## config.mk

```make
export PLATFORM = sky130hd
export DESIGN_NAME = mmc_state_tracker
export DESIGN_NICKNAME = d
export VERILOG_FILES = /design/src/rtl/mmcst_pkg.sv /design/src/rtl/mmcst_addr_match.sv /design/src/rtl/mmcst_rca_reg.sv /design/src/rtl/mmcst_fsm.sv /design/src/rtl/mmc_state_tracker.sv
export SDC_FILE = /design/constraint.sdc
export NUM_CORES = 1
export LEC_CHECK = 0
export ABC_AREA = 1
export BUFFER_PORTS_ARGS = -buffer_cell sky130_fd_sc_hd__buf_2
export CORE_UTILIZATION = 35
export CTS_BUF_LIST = sky130_fd_sc_hd__clkbuf_2
export DETAILED_ROUTE_END_ITERATION = 10
export MAX_ROUTING_LAYER = met4
export PLACE_DENSITY_LB_ADDON = 0.12
export SKIP_CTS_REPAIR_TIMING = 1
export SLEW_MARGIN = 20
export SYNTH_ARGS = -nofsm -noshare
export SYNTH_HDL_FRONTEND = slang
export SYNTH_HIERARCHICAL = 1
export SYNTH_SLANG_ARGS = --single-unit
```

## constraint.sdc

```tcl
create_clock -name clk -period 1.8 [get_ports clk]
set_input_delay 0.18 -clock clk [delete_from_list [all_inputs] [get_ports clk]]
set_output_delay 0.18 -clock clk [all_outputs]
set_load 0.02 [all_outputs]
```

## src/rtl/mmcst_pkg.sv

```systemverilog
package mmcst_pkg;

   typedef enum logic [3:0] {
      ST_IDLE  = 4'd0,
      ST_READY = 4'd1,
      ST_IDENT = 4'd2,
      ST_STBY  = 4'd3,
      ST_TRAN  = 4'd4,
      ST_PRG   = 4'd7,
      ST_DIS   = 4'd8,
      ST_BOOT  = 4'd10
   } mmcst_state_e;

   localparam int unsigned OP_GO      = 0;
   localparam int unsigned OP_OPCOND  = 1;
   localparam int unsigned OP_ALLID   = 2;
   localparam int unsigned OP_SETADDR = 3;
   localparam int unsigned OP_SELECT  = 7;
   localparam int unsigned OP_STATUS  = 13;
   localparam int unsigned OP_WR_ONE  = 24;
   localparam int unsigned OP_WR_MANY = 25;

   function automatic logic is_addressed_state(mmcst_state_e s);
      return (s == ST_STBY) || (s == ST_TRAN) || (s == ST_PRG) || (s == ST_DIS);
   endfunction

endpackage

```

## src/rtl/mmcst_addr_match.sv

```systemverilog
module mmcst_addr_match #(
   parameter int unsigned RCA_W = 16
) (
   input  logic [RCA_W-1:0] field_i,
   input  logic [RCA_W-1:0] rca_i,
   input  logic             rca_set_i,
   output logic             own_o,
   output logic             zero_o
);
   assign zero_o = (field_i == '0);
   assign own_o  = rca_set_i && (field_i == rca_i);
endmodule

```

## src/rtl/mmcst_rca_reg.sv

```systemverilog
module mmcst_rca_reg #(
   parameter int unsigned RCA_W = 16
) (
   input  logic             clk,
   input  logic             rst_n,
   input  logic             load_i,
   input  logic             clear_i,
   input  logic [RCA_W-1:0] din_i,
   output logic [RCA_W-1:0] rca_o,
   output logic             rca_set_o
);
   always_ff @(posedge clk or negedge rst_n) begin
      if (!rst_n) begin
         rca_o     <= '0;
         rca_set_o <= 1'b0;
      end else if (clear_i) begin
         rca_o     <= '0;
         rca_set_o <= 1'b0;
      end else if (load_i) begin
         rca_o     <= din_i;
         rca_set_o <= 1'b1;
      end
   end

   // clearing wipes the address
   a_r10_rca_cleared: assert property (@(posedge clk) disable iff (!rst_n)
      clear_i |=> (rca_o == '0) && !rca_set_o);
   // without a load or clear, the address holds
   a_r9_rca_holds: assert property (@(posedge clk) disable iff (!rst_n)
      (!load_i && !clear_i) |=> $stable(rca_o));
endmodule

```

## src/rtl/mmcst_fsm.sv

```systemverilog
module mmcst_fsm
   import mmcst_pkg::*;
#(
   parameter int unsigned IDX_W           = 6,
   parameter int unsigned ARG_W           = 32,
   parameter logic [31:0] BOOT_ARG        = 32'hFFFF_FFFA,
   parameter bit          ZERO_RCA_REJECT = 1'b1
) (
   input  logic             clk,
   input  logic             rst_n,
   input  logic             cmd_valid_i,
   input  logic [IDX_W-1:0] idx_i,
   input  logic [ARG_W-1:0] arg_i,
   input  logic             busy_done_i,
   input  logic             own_i,
   input  logic             zero_i,
   input  logic             rca_set_i,
   output logic             rca_load_o,
   output logic             rca_clear_o,
   output mmcst_state_e     state_o,
   output logic             rsp_valid_o,
   output logic             rsp_due_o,
   output logic             illegal_o
);
   localparam logic [IDX_W-1:0] C_GO      = IDX_W'(OP_GO);
   localparam logic [IDX_W-1:0] C_OPCOND  = IDX_W'(OP_OPCOND);
   localparam logic [IDX_W-1:0] C_ALLID   = IDX_W'(OP_ALLID);
   localparam logic [IDX_W-1:0] C_SETADDR = IDX_W'(OP_SETADDR);
   localparam logic [IDX_W-1:0] C_SELECT  = IDX_W'(OP_SELECT);
   localparam logic [IDX_W-1:0] C_STATUS  = IDX_W'(OP_STATUS);
   localparam logic [IDX_W-1:0] C_WR_ONE  = IDX_W'(OP_WR_ONE);
   localparam logic [IDX_W-1:0] C_WR_MANY = IDX_W'(OP_WR_MANY);
   localparam logic [ARG_W-1:0] C_BOOT    = ARG_W'(BOOT_ARG);

   mmcst_state_e st_q, st_d;
   logic due_d, ill_d;
   logic zero_blk;
   logic id_cmd;

   generate
      if (ZERO_RCA_REJECT) begin : g_zero_reject
         assign zero_blk = zero_i;
      end else begin : g_zero_accept
         assign zero_blk = 1'b0 & zero_i;
      end
   endgenerate

   assign id_cmd = (idx_i == C_OPCOND) || (idx_i == C_ALLID) || (idx_i == C_SETADDR);

   always_comb begin
      st_d        = st_q;
      due_d       = 1'b0;
      ill_d       = 1'b0;
      rca_load_o  = 1'b0;
      rca_clear_o = 1'b0;
      if (cmd_valid_i) begin
         if (idx_i == C_GO) begin
            if (arg_i == C_BOOT && st_q == ST_IDLE) begin
               st_d = ST_BOOT;
            end else begin
               st_d        = ST_IDLE;
               rca_clear_o = 1'b1;
            end
         end else if (st_q == ST_BOOT) begin
            st_d = ST_BOOT;
         end else if (id_cmd && rca_set_i) begin
            st_d = st_q;
         end else begin
            case (idx_i)
               C_OPCOND:
                  if (st_q == ST_IDLE) begin st_d = ST_READY; due_d = 1'b1; end
                  else ill_d = 1'b1;
               C_ALLID:
                  if (st_q == ST_READY) begin st_d = ST_IDENT; due_d = 1'b1; end
                  else ill_d = 1'b1;
               C_SETADDR:
                  if (st_q == ST_IDENT && !zero_blk) begin
                     st_d = ST_STBY; due_d = 1'b1; rca_load_o = 1'b1;
                  end else ill_d = 1'b1;
               C_SELECT:
                  case (st_q)
                     ST_STBY: if (own_i) begin st_d = ST_TRAN; due_d = 1'b1; end
                     ST_TRAN: if (own_i) ill_d = 1'b1; else st_d = ST_STBY;
                     ST_DIS:  if (own_i) begin st_d = ST_PRG; due_d = 1'b1; end
                     ST_PRG:  if (own_i) ill_d = 1'b1; else st_d = ST_DIS;
                     default: ill_d = 1'b1;
                  endcase
               C_STATUS:
                  if (is_addressed_state(st_q)) due_d = own_i;
                  else ill_d = 1'b1;
               C_WR_ONE, C_WR_MANY:
                  if (st_q == ST_TRAN) begin st_d = ST_PRG; due_d = 1'b1; end
                  else ill_d = 1'b1;
               default: ill_d = 1'b1;
            endcase
         end
      end else if (busy_done_i) begin
         if (st_q == ST_PRG)      st_d = ST_TRAN;
         else if (st_q == ST_DIS) st_d = ST_STBY;
      end
   end

   always_ff @(posedge clk or negedge rst_n) begin
      if (!rst_n) begin
         st_q        <= ST_IDLE;
         rsp_valid_o <= 1'b0;
         rsp_due_o   <= 1'b0;
         illegal_o   <= 1'b0;
      end else begin
         st_q        <= st_d;
         rsp_valid_o <= cmd_valid_i;
         rsp_due_o   <= due_d;
         illegal_o   <= ill_d;
      end
   end

   assign state_o = st_q;

   // a command is never both answered and illegal
   a_r14_due_xor_illegal: assert property (@(posedge clk) disable iff (!rst_n)
      rsp_valid_o |-> !(rsp_due_o && illegal_o));
   // own address selects from stand-by
   a_r4_select: assert property (@(posedge clk) disable iff (!rst_n)
      (cmd_valid_i && idx_i == C_SELECT && st_q == ST_STBY && own_i)
      |=> (st_q == ST_TRAN) && rsp_due_o);
   // own address in transfer is illegal and state holds
   a_r6_tran_own: assert property (@(posedge clk) disable iff (!rst_n)
      (cmd_valid_i && idx_i == C_SELECT && st_q == ST_TRAN && own_i)
      |=> (st_q == ST_TRAN) && illegal_o && !rsp_due_o);
   // own address in programming is illegal and state holds
   a_r8_prg_own: assert property (@(posedge clk) disable iff (!rst_n)
      (cmd_valid_i && idx_i == C_SELECT && st_q == ST_PRG && own_i)
      |=> (st_q == ST_PRG) && illegal_o && !rsp_due_o);
   // identification commands are silent after address assignment
   a_r9_silent: assert property (@(posedge clk) disable iff (!rst_n)
      (cmd_valid_i && id_cmd && rca_set_i && st_q != ST_BOOT)
      |=> !rsp_due_o && !illegal_o && $stable(st_q));
   // plain reset command always reaches idle
   a_r10_go_idle: assert property (@(posedge clk) disable iff (!rst_n)
      (cmd_valid_i && idx_i == C_GO && arg_i == '0) |=> (st_q == ST_IDLE));
endmodule

```

## src/rtl/mmc_state_tracker.sv

```systemverilog
module mmc_state_tracker
   import mmcst_pkg::*;
#(
   parameter int unsigned IDX_W           = 6,
   parameter int unsigned ARG_W           = 32,
   parameter int unsigned RCA_W           = 16,
   parameter logic [31:0] BOOT_ARG        = 32'hFFFF_FFFA,
   parameter bit          ZERO_RCA_REJECT = 1'b1
) (
   input  logic             clk,
   input  logic             rst_n,
   input  logic             cmd_valid,
   input  logic [IDX_W-1:0] cmd_idx,
   input  logic [ARG_W-1:0] cmd_arg,
   input  logic             busy_done,
   output logic             rsp_valid,
   output logic             rsp_due,
   output logic             cmd_illegal,
   output logic [3:0]       card_state,
   output logic [RCA_W-1:0] card_rca
);
   localparam int unsigned RCA_LSB = ARG_W - RCA_W;

   generate
      if (RCA_W < 1 || RCA_W > ARG_W) begin : g_bad_rca_w
         $error("RCA_W must lie in 1..ARG_W");
      end
      if (IDX_W < 5) begin : g_bad_idx_w
         $error("IDX_W must hold index 25");
      end
   endgenerate

   logic [RCA_W-1:0] field;
   logic own, zero, rca_set, rca_load, rca_clear;
   mmcst_state_e st;

   assign field = cmd_arg[RCA_LSB +: RCA_W];

   mmcst_addr_match #(.RCA_W(RCA_W)) u_match (
      .field_i(field), .rca_i(card_rca), .rca_set_i(rca_set),
      .own_o(own), .zero_o(zero)
   );

   mmcst_rca_reg #(.RCA_W(RCA_W)) u_rca (
      .clk(clk), .rst_n(rst_n), .load_i(rca_load), .clear_i(rca_clear),
      .din_i(field), .rca_o(card_rca), .rca_set_o(rca_set)
   );

   mmcst_fsm #(
      .IDX_W(IDX_W), .ARG_W(ARG_W), .BOOT_ARG(BOOT_ARG),
      .ZERO_RCA_REJECT(ZERO_RCA_REJECT)
   ) u_fsm (
      .clk(clk), .rst_n(rst_n), .cmd_valid_i(cmd_valid), .idx_i(cmd_idx),
      .arg_i(cmd_arg), .busy_done_i(busy_done), .own_i(own), .zero_i(zero),
      .rca_set_i(rca_set), .rca_load_o(rca_load), .rca_clear_o(rca_clear),
      .state_o(st), .rsp_valid_o(rsp_valid), .rsp_due_o(rsp_due),
      .illegal_o(cmd_illegal)
   );

   assign card_state = st;
endmodule

```

==> reports/metrics.cfg, run 1 <==
[cts]
cts.root.buffer_cell=clkbuf_2
clkSinkCount=24
path_clk_slew_ns=0.23
clk_path_buf_depth=2
htree_levels=1
cts_buffers=3
clk_latency_ns=0.34
cts_tree=done

[final_layout]
fin_cells=474
nets=448
final_cell_mix=137 x nand2_1, 64 x buf_2, 47 x nor2_1
drive_gt1_frac=0.267
fin_area_um2=2500
fin_util=0.480
n_antenna_cell=0
area_growth_pct=29.3
layout_commonest_cell=nand2_1

[sta]
setup_violations=0
whs_ns=0.0818
period_share=0.985
tightestPinTransition_ns=0.564
timing.final.max_slew_violations=0
rsz0062_at_grt=yes
fmax_mhz=564
hold_violations=0
period_needed_ns=1.77
slew_headroom=0.624
finClkSkew_ns=0.0174

[global_routing]
grt.met3_usage=0.0299
use_met2=0.354
grt_pass1_wl_um=9630
grt_pass1_vias=2182
met1_usage=0.251
gr-max-usage-layer=met2
grt_usage=0.210
grt_overflow=0
grt_max_degree=25
antenna_found_initial=0

[outcome]
status=complete, no violations

[detailed_routing]
via_per_inst=4.64
drt_iter0_markers=135
routedWlPerCell_um=11.9
drc=0
ant_nets=0
dr.pass1.iters=4
dr_total_vias=2200
wirelength_um=5660

[floorplanning]
core_area_um2=5200
rows=26
die-height_um=76.3
dieArea_um2=5820
start_util=0.371
fp.dieW_um=76.3
num_io_pins=65

[logic_synthesis]
yosysTopAreaCell=dfrtp_1
ys_async_sr_fraction=1.00
syn-num-nets=366
ys_ff_latch=24
yosys.area.top_type_share=0.311
synth_warnings=6
synthFlopType=dfrtp_1
ys_top_cells_by_area=dfrtp_1 31%, nand2_1 27%, nor2_1 9.3%
synth_edf_count=0
netlist_instances=324
ys_seq_area_frac=0.311
synthDistinctLibCells=23
synthesis.area_um2=1930
synth.avg_cell_area_um2=5.97

[power_and_ir_drop]
pwr-share-comb=0.327
power_uw=1210
clock_power_share=0.171
leakagePower_uw=0.00146
switching_share=0.364
seqPwrFrac=0.503
powerDensity_nw_per_um2=485
p_switching_uw=441
power.internal_uw=772
ir_drop_mv=0.236

[worst_setup_path]
reg2reg_depth=11
worstSetupStartpointType=flop
r2r-end=u_fsm/state_o[0]
cp-end-kind=flop
cp_max_fo=5
critPathKind=flop to flop
worstPathRequired_ns=2.05
r2r-start=u_rca/rca_o[2]
ff2ff_setup_slack_ns=0.03
arrival_ns=2.02

[flow_run]
drv_cap=0

[hold_path]
hold_path.class=input port to flop
holdPathEnd=u_rca/rca_o[15]
worstHoldPathCells=3
min_from=cmd_arg[31]

[place]
hpwl_um=4480
placed_cell_area_um2=2420
place_congestion=0.862
portBuffers=64
dp_cells=467

==> synthesized netlist by cell type, types with 3 or more instances <==
master     n
xor2_1     4
nand3_2    6
nor2_1    48
o21ai_0    5
nor4_1     4
nand2_1  139
inv_2      3
inv_1     33
nand3_1   31
nor3_1     3
nor2_2     6
nor2_4     3
dfrtp_1   24
==> power by group through the flow <==
stage	Clock (µW)	Sequential, µW	Combinational, µW
after floorplan	0	657	166
after global placement	0	620	380
after detailed placement	0	620	383
after CTS	223	611	384
after global routing	243	617	447
final	207	610	397
==> per-stage QoR <==
stage	setup slack, ns	TNS, ns
final	0.0265	0
after global routing	-0.119	-0.607
after CTS	-0.0402	-0.146
after detailed placement	0.00259	0
after global placement	0.0662	0
after floorplan	0.122	0
==> worst max path at each step <==
stage / start / endpoint / slack (ns) / depth (start not counted)
final: u_rca/rca_o[2] / u_fsm/state_o[0] / 0.03 / 11
after global routing: u_rca/rca_o[3] / u_fsm/state_o[3] / -0.12 / 15
after CTS: u_rca/rca_o[2] / u_fsm/state_o[0] / -0.04 / 11
after detailed placement: u_rca/rca_o[2] / u_fsm/state_o[0] / 0.003 / 11
after global placement: u_rca/rca_o[2] / u_fsm/state_o[0] / 0.07 / 11
after floorplan: u_fsm/state_o[2] / u_rca/rca_o[3] / 0.12 / 10
==> worst max-delay path: stages (launching register included) <==
cell	delay (ns)
dfrtp_1	0.46
xor2_1	0.19
nor3_2	0.21
nand2_1	0.12
nor2_4	0.15
o21ai_1	0.08
nand2_1	0.09
nand3_2	0.10
nand2_4	0.12
nand2_4	0.06
nand2_1	0.06
nand2_1	0.05
==> area by class of cell <==
type                            instances  area [µm²]
Fill cell                             569        2710
Multi-Input combinational cell        260        1190
Sequential cell                        24         601
Timing Repair Buffer                   81         465
Inverter                               36         136
Tap cell                               70        87.6
Clock buffer                            3        15.0
==> registers in the layout, summed over array words and instances, names as in the netlist <==
name / count
u_fsm/rsp_due_o: 1
u_fsm/state_o: 4
u_rca/rca_set_o: 1
u_rca/rca_o: 16
u_fsm/illegal_o: 1
u_fsm/rsp_valid_o: 1
==> layer usage <==
layer  part of all wire  routed length [µm]
met1               0.45                2530
met2               0.49                2800
met3              0.035                 198
met4              0.023                 131
met5                  0                   0
==> logic make-up after synthesis <==
logic type / after synthesis / share of synthesized area
xor gates and xnor gates: 4 / 0.0181
buffers and inverters: 40 / 0.0880
DFF: 24 / 0.311
AOI/OAI and AO/OA: 12 / 0.0382
and+or+nand+nor: 244 / 0.545
No activity file was read; power rests on OpenSTA's default activity.
==> inputs of run 2 (changes only) <==
--- a/config.mk
+++ b/config.mk
@@ -6,12 +6,14 @@
 export NUM_CORES = 1
 export LEC_CHECK = 0
 export ABC_AREA = 1
-export BUFFER_PORTS_ARGS = -buffer_cell sky130_fd_sc_hd__buf_2
 export CORE_UTILIZATION = 35
 export CTS_BUF_LIST = sky130_fd_sc_hd__clkbuf_2
 export DETAILED_ROUTE_END_ITERATION = 10
+export DONT_BUFFER_PORTS = 1
+export HOLD_SLACK_MARGIN = 0.06
 export MAX_ROUTING_LAYER = met4
 export PLACE_DENSITY_LB_ADDON = 0.12
+export SETUP_SLACK_MARGIN = 0.02
 export SKIP_CTS_REPAIR_TIMING = 1
 export SLEW_MARGIN = 20
 export SYNTH_ARGS = -nofsm -noshare
==> run 2 against run 1 <==
Against the previous run: setup slack gained 0.024 ns; highest routed layer unchanged; first-iteration DRC count shrank 21%; maximum frequency grew 1.3%; global-route usage shrank 1.6 points; via count shrank 2.5%; combinational power shrank 10%; non-clock buffer count shrank 35.
==> reports/metrics.cfg, run 2 (synthesis results as in run 1) <==
[sta]
rsz0062_at_grt=yes  ; unchanged
period_share=0.972  ; was 0.985
finClkSkew_ns=0.0132  ; was 0.0174 ns
hold_violations=0  ; unchanged
tightestPinTransition_ns=0.298  ; was 0.564 ns
fmax_mhz=571  ; was 564 MHz
slew_headroom=0.800  ; was 0.624
timing.final.max_slew_violations=0  ; unchanged
whs_ns=0.0653  ; was 0.0818 ns
setup_violations=0  ; unchanged
final.setup.tns_ns=0  ; unchanged
period_needed_ns=1.75  ; was 1.77 ns

[cts]
path_clk_slew_ns=0.23  ; about the same
clk_path_buf_depth=2  ; unchanged
cts_tree=done  ; unchanged
htree_levels=1  ; unchanged
cts_buffers=3  ; unchanged
cts.root.buffer_cell=clkbuf_2  ; unchanged
clkSinkCount=24  ; unchanged
clk_latency_ns=0.34  ; about the same

[floorplanning]
fp.dieW_um=76.3  ; unchanged
num_io_pins=65  ; unchanged
rows=26  ; unchanged
dieArea_um2=5820  ; unchanged
start_util=0.371  ; unchanged
die-height_um=76.3  ; unchanged
core_area_um2=5200  ; unchanged

[place]
hpwl_um=4400  ; was 4480 µm
portBuffers=0  ; was 64
place_congestion=0.947  ; was 0.862

[detailed_routing]
routedWlPerCell_um=13.3  ; was 11.9 µm
dr.pass1.iters=4  ; unchanged
drt_iter0_markers=106  ; was 135
wirelength_um=5850  ; was 5660 µm
via_per_inst=4.88  ; was 4.64
ant_nets=0  ; unchanged
dr_total_vias=2144  ; was 2200
drc=0  ; unchanged

[hold_path]
hold_path.class=input port to flop  ; unchanged

[global_routing]
gr-max-usage-layer=met2  ; unchanged
grt.met3_usage=0.0335  ; was 0.0299
grt_pass1_wl_um=8780  ; was 9630 µm
use_met2=0.334  ; was 0.354
met1_usage=0.230  ; was 0.251
antenna_found_initial=0  ; unchanged
grt_usage=0.194  ; was 0.210
grt_max_degree=25  ; unchanged
grt_pass1_vias=1944  ; was 2182
grt_overflow=0  ; unchanged

[final_layout]
drive_gt1_frac=0.152  ; was 0.267
largest_reg_flops=16  ; unchanged
fin_util=0.470  ; was 0.480
fill_cells=580  ; was 569
layout_commonest_cell=nand2_1  ; unchanged
n_antenna_cell=0  ; unchanged
final_cell_mix=138 x nand2_1, 46 x nor2_1, 33 x inv_1  ; was 137 x nand2_1, 64 x buf_2, 47 x nor2_1
area_growth_pct=26.5  ; was 29.3%
top_register=u_rca/rca_o  ; unchanged
nets=413  ; was 448

[power_and_ir_drop]
ir_drop_mv=0.279  ; was 0.236 mV
powerDensity_nw_per_um2=480  ; was 485 nW/µm²
leakagePower_uw=0.00132  ; was 0.00146 µW

[outcome]
status=complete, no violations  ; unchanged

[worst_setup_path]
cp_max_fo=5  ; unchanged
critPathKind=flop to flop  ; unchanged
ff2ff_setup_slack_ns=0.05  ; was 0.03 ns
cp-end-kind=flop  ; unchanged
arrival_ns=2.00  ; was 2.02 ns
worstPathRequired_ns=2.05  ; about the same
worstSetupStartpointType=flop  ; unchanged

[flow_run]
drv_cap=0  ; unchanged

## run 2: stage by stage
stage               cells  setup WS, ns  area [µm²]  total power [µW]
floorplan             324         0.122        1930               823
global placement      416        0.0340        2190               917
detailed placement    416        0.0442        2190               919
CTS                   419       0.00758        2210              1130
global route          439        -0.112        2450              1250
finish                439        0.0501        2450              1170
## run 2: cell type report
type / count / area (µm²) / share of cell area
clock buffers: 3 / 15.0 / 0.00614
inverters: 36 / 138 / 0.0563
multi-input cells: 260 / 1190 / 0.486
flip-flops and latches: 24 / 601 / 0.246
well taps: 70 / 87.6 / 0.0358
repair buffers: 46 / 415 / 0.170
## run 2: critical path, cell delays in order, from the launching register on
cell,delay [ns]
dfrtp_1,0.44
inv_1,0.05
nand2_1,0.06
nand2_1,0.07
nor2_1,0.10
nand2_1,0.07
nor2_1,0.11
nand2_1,0.09
nor2_4,0.15
o21ai_1,0.08
nand2_1,0.07
nand3_2,0.09
nand2_4,0.11
nand2_4,0.07
nand2_2,0.05
nand2_1,0.05
## run 2: path summary, 6_finish.rpt
kind,startpoint,end,cells after the start
setup / recovery,u_rca/rca_o[14],u_fsm/state_o[2],15
hold / removal,cmd_valid,u_fsm/state_o[3],4
setup reg to reg,u_rca/rca_o[14],u_fsm/state_o[2],15
hold reg to reg,u_rca/rca_o[14],u_rca/rca_o[14],2
max in group asynchronous,rst_n,u_fsm/state_o[2],2
min in group asynchronous,rst_n,u_rca/rca_o[14],2
## run 2: report_power, final
| part | internal (µW) | switching [µW] | total [µW] |
|---|---|---|---|
| Clock | 45.3 | 161 | 206 |
| Combinational | 148 | 209 | 357 |
| Sequential | 574 | 36.4 | 610 |
| Total | 767 | 406 | 1170 |
## run 2: routing by layer
| layer | vias to the layer above | part of all wire |
|---|---|---|
| met1 | 970 | 0.44 |
| met2 | 62 | 0.49 |
| met4 | 0 | 0.012 |
| li1 | 1106 | - |
| met3 | 6 | 0.054 |
| met5 | - | 0 |
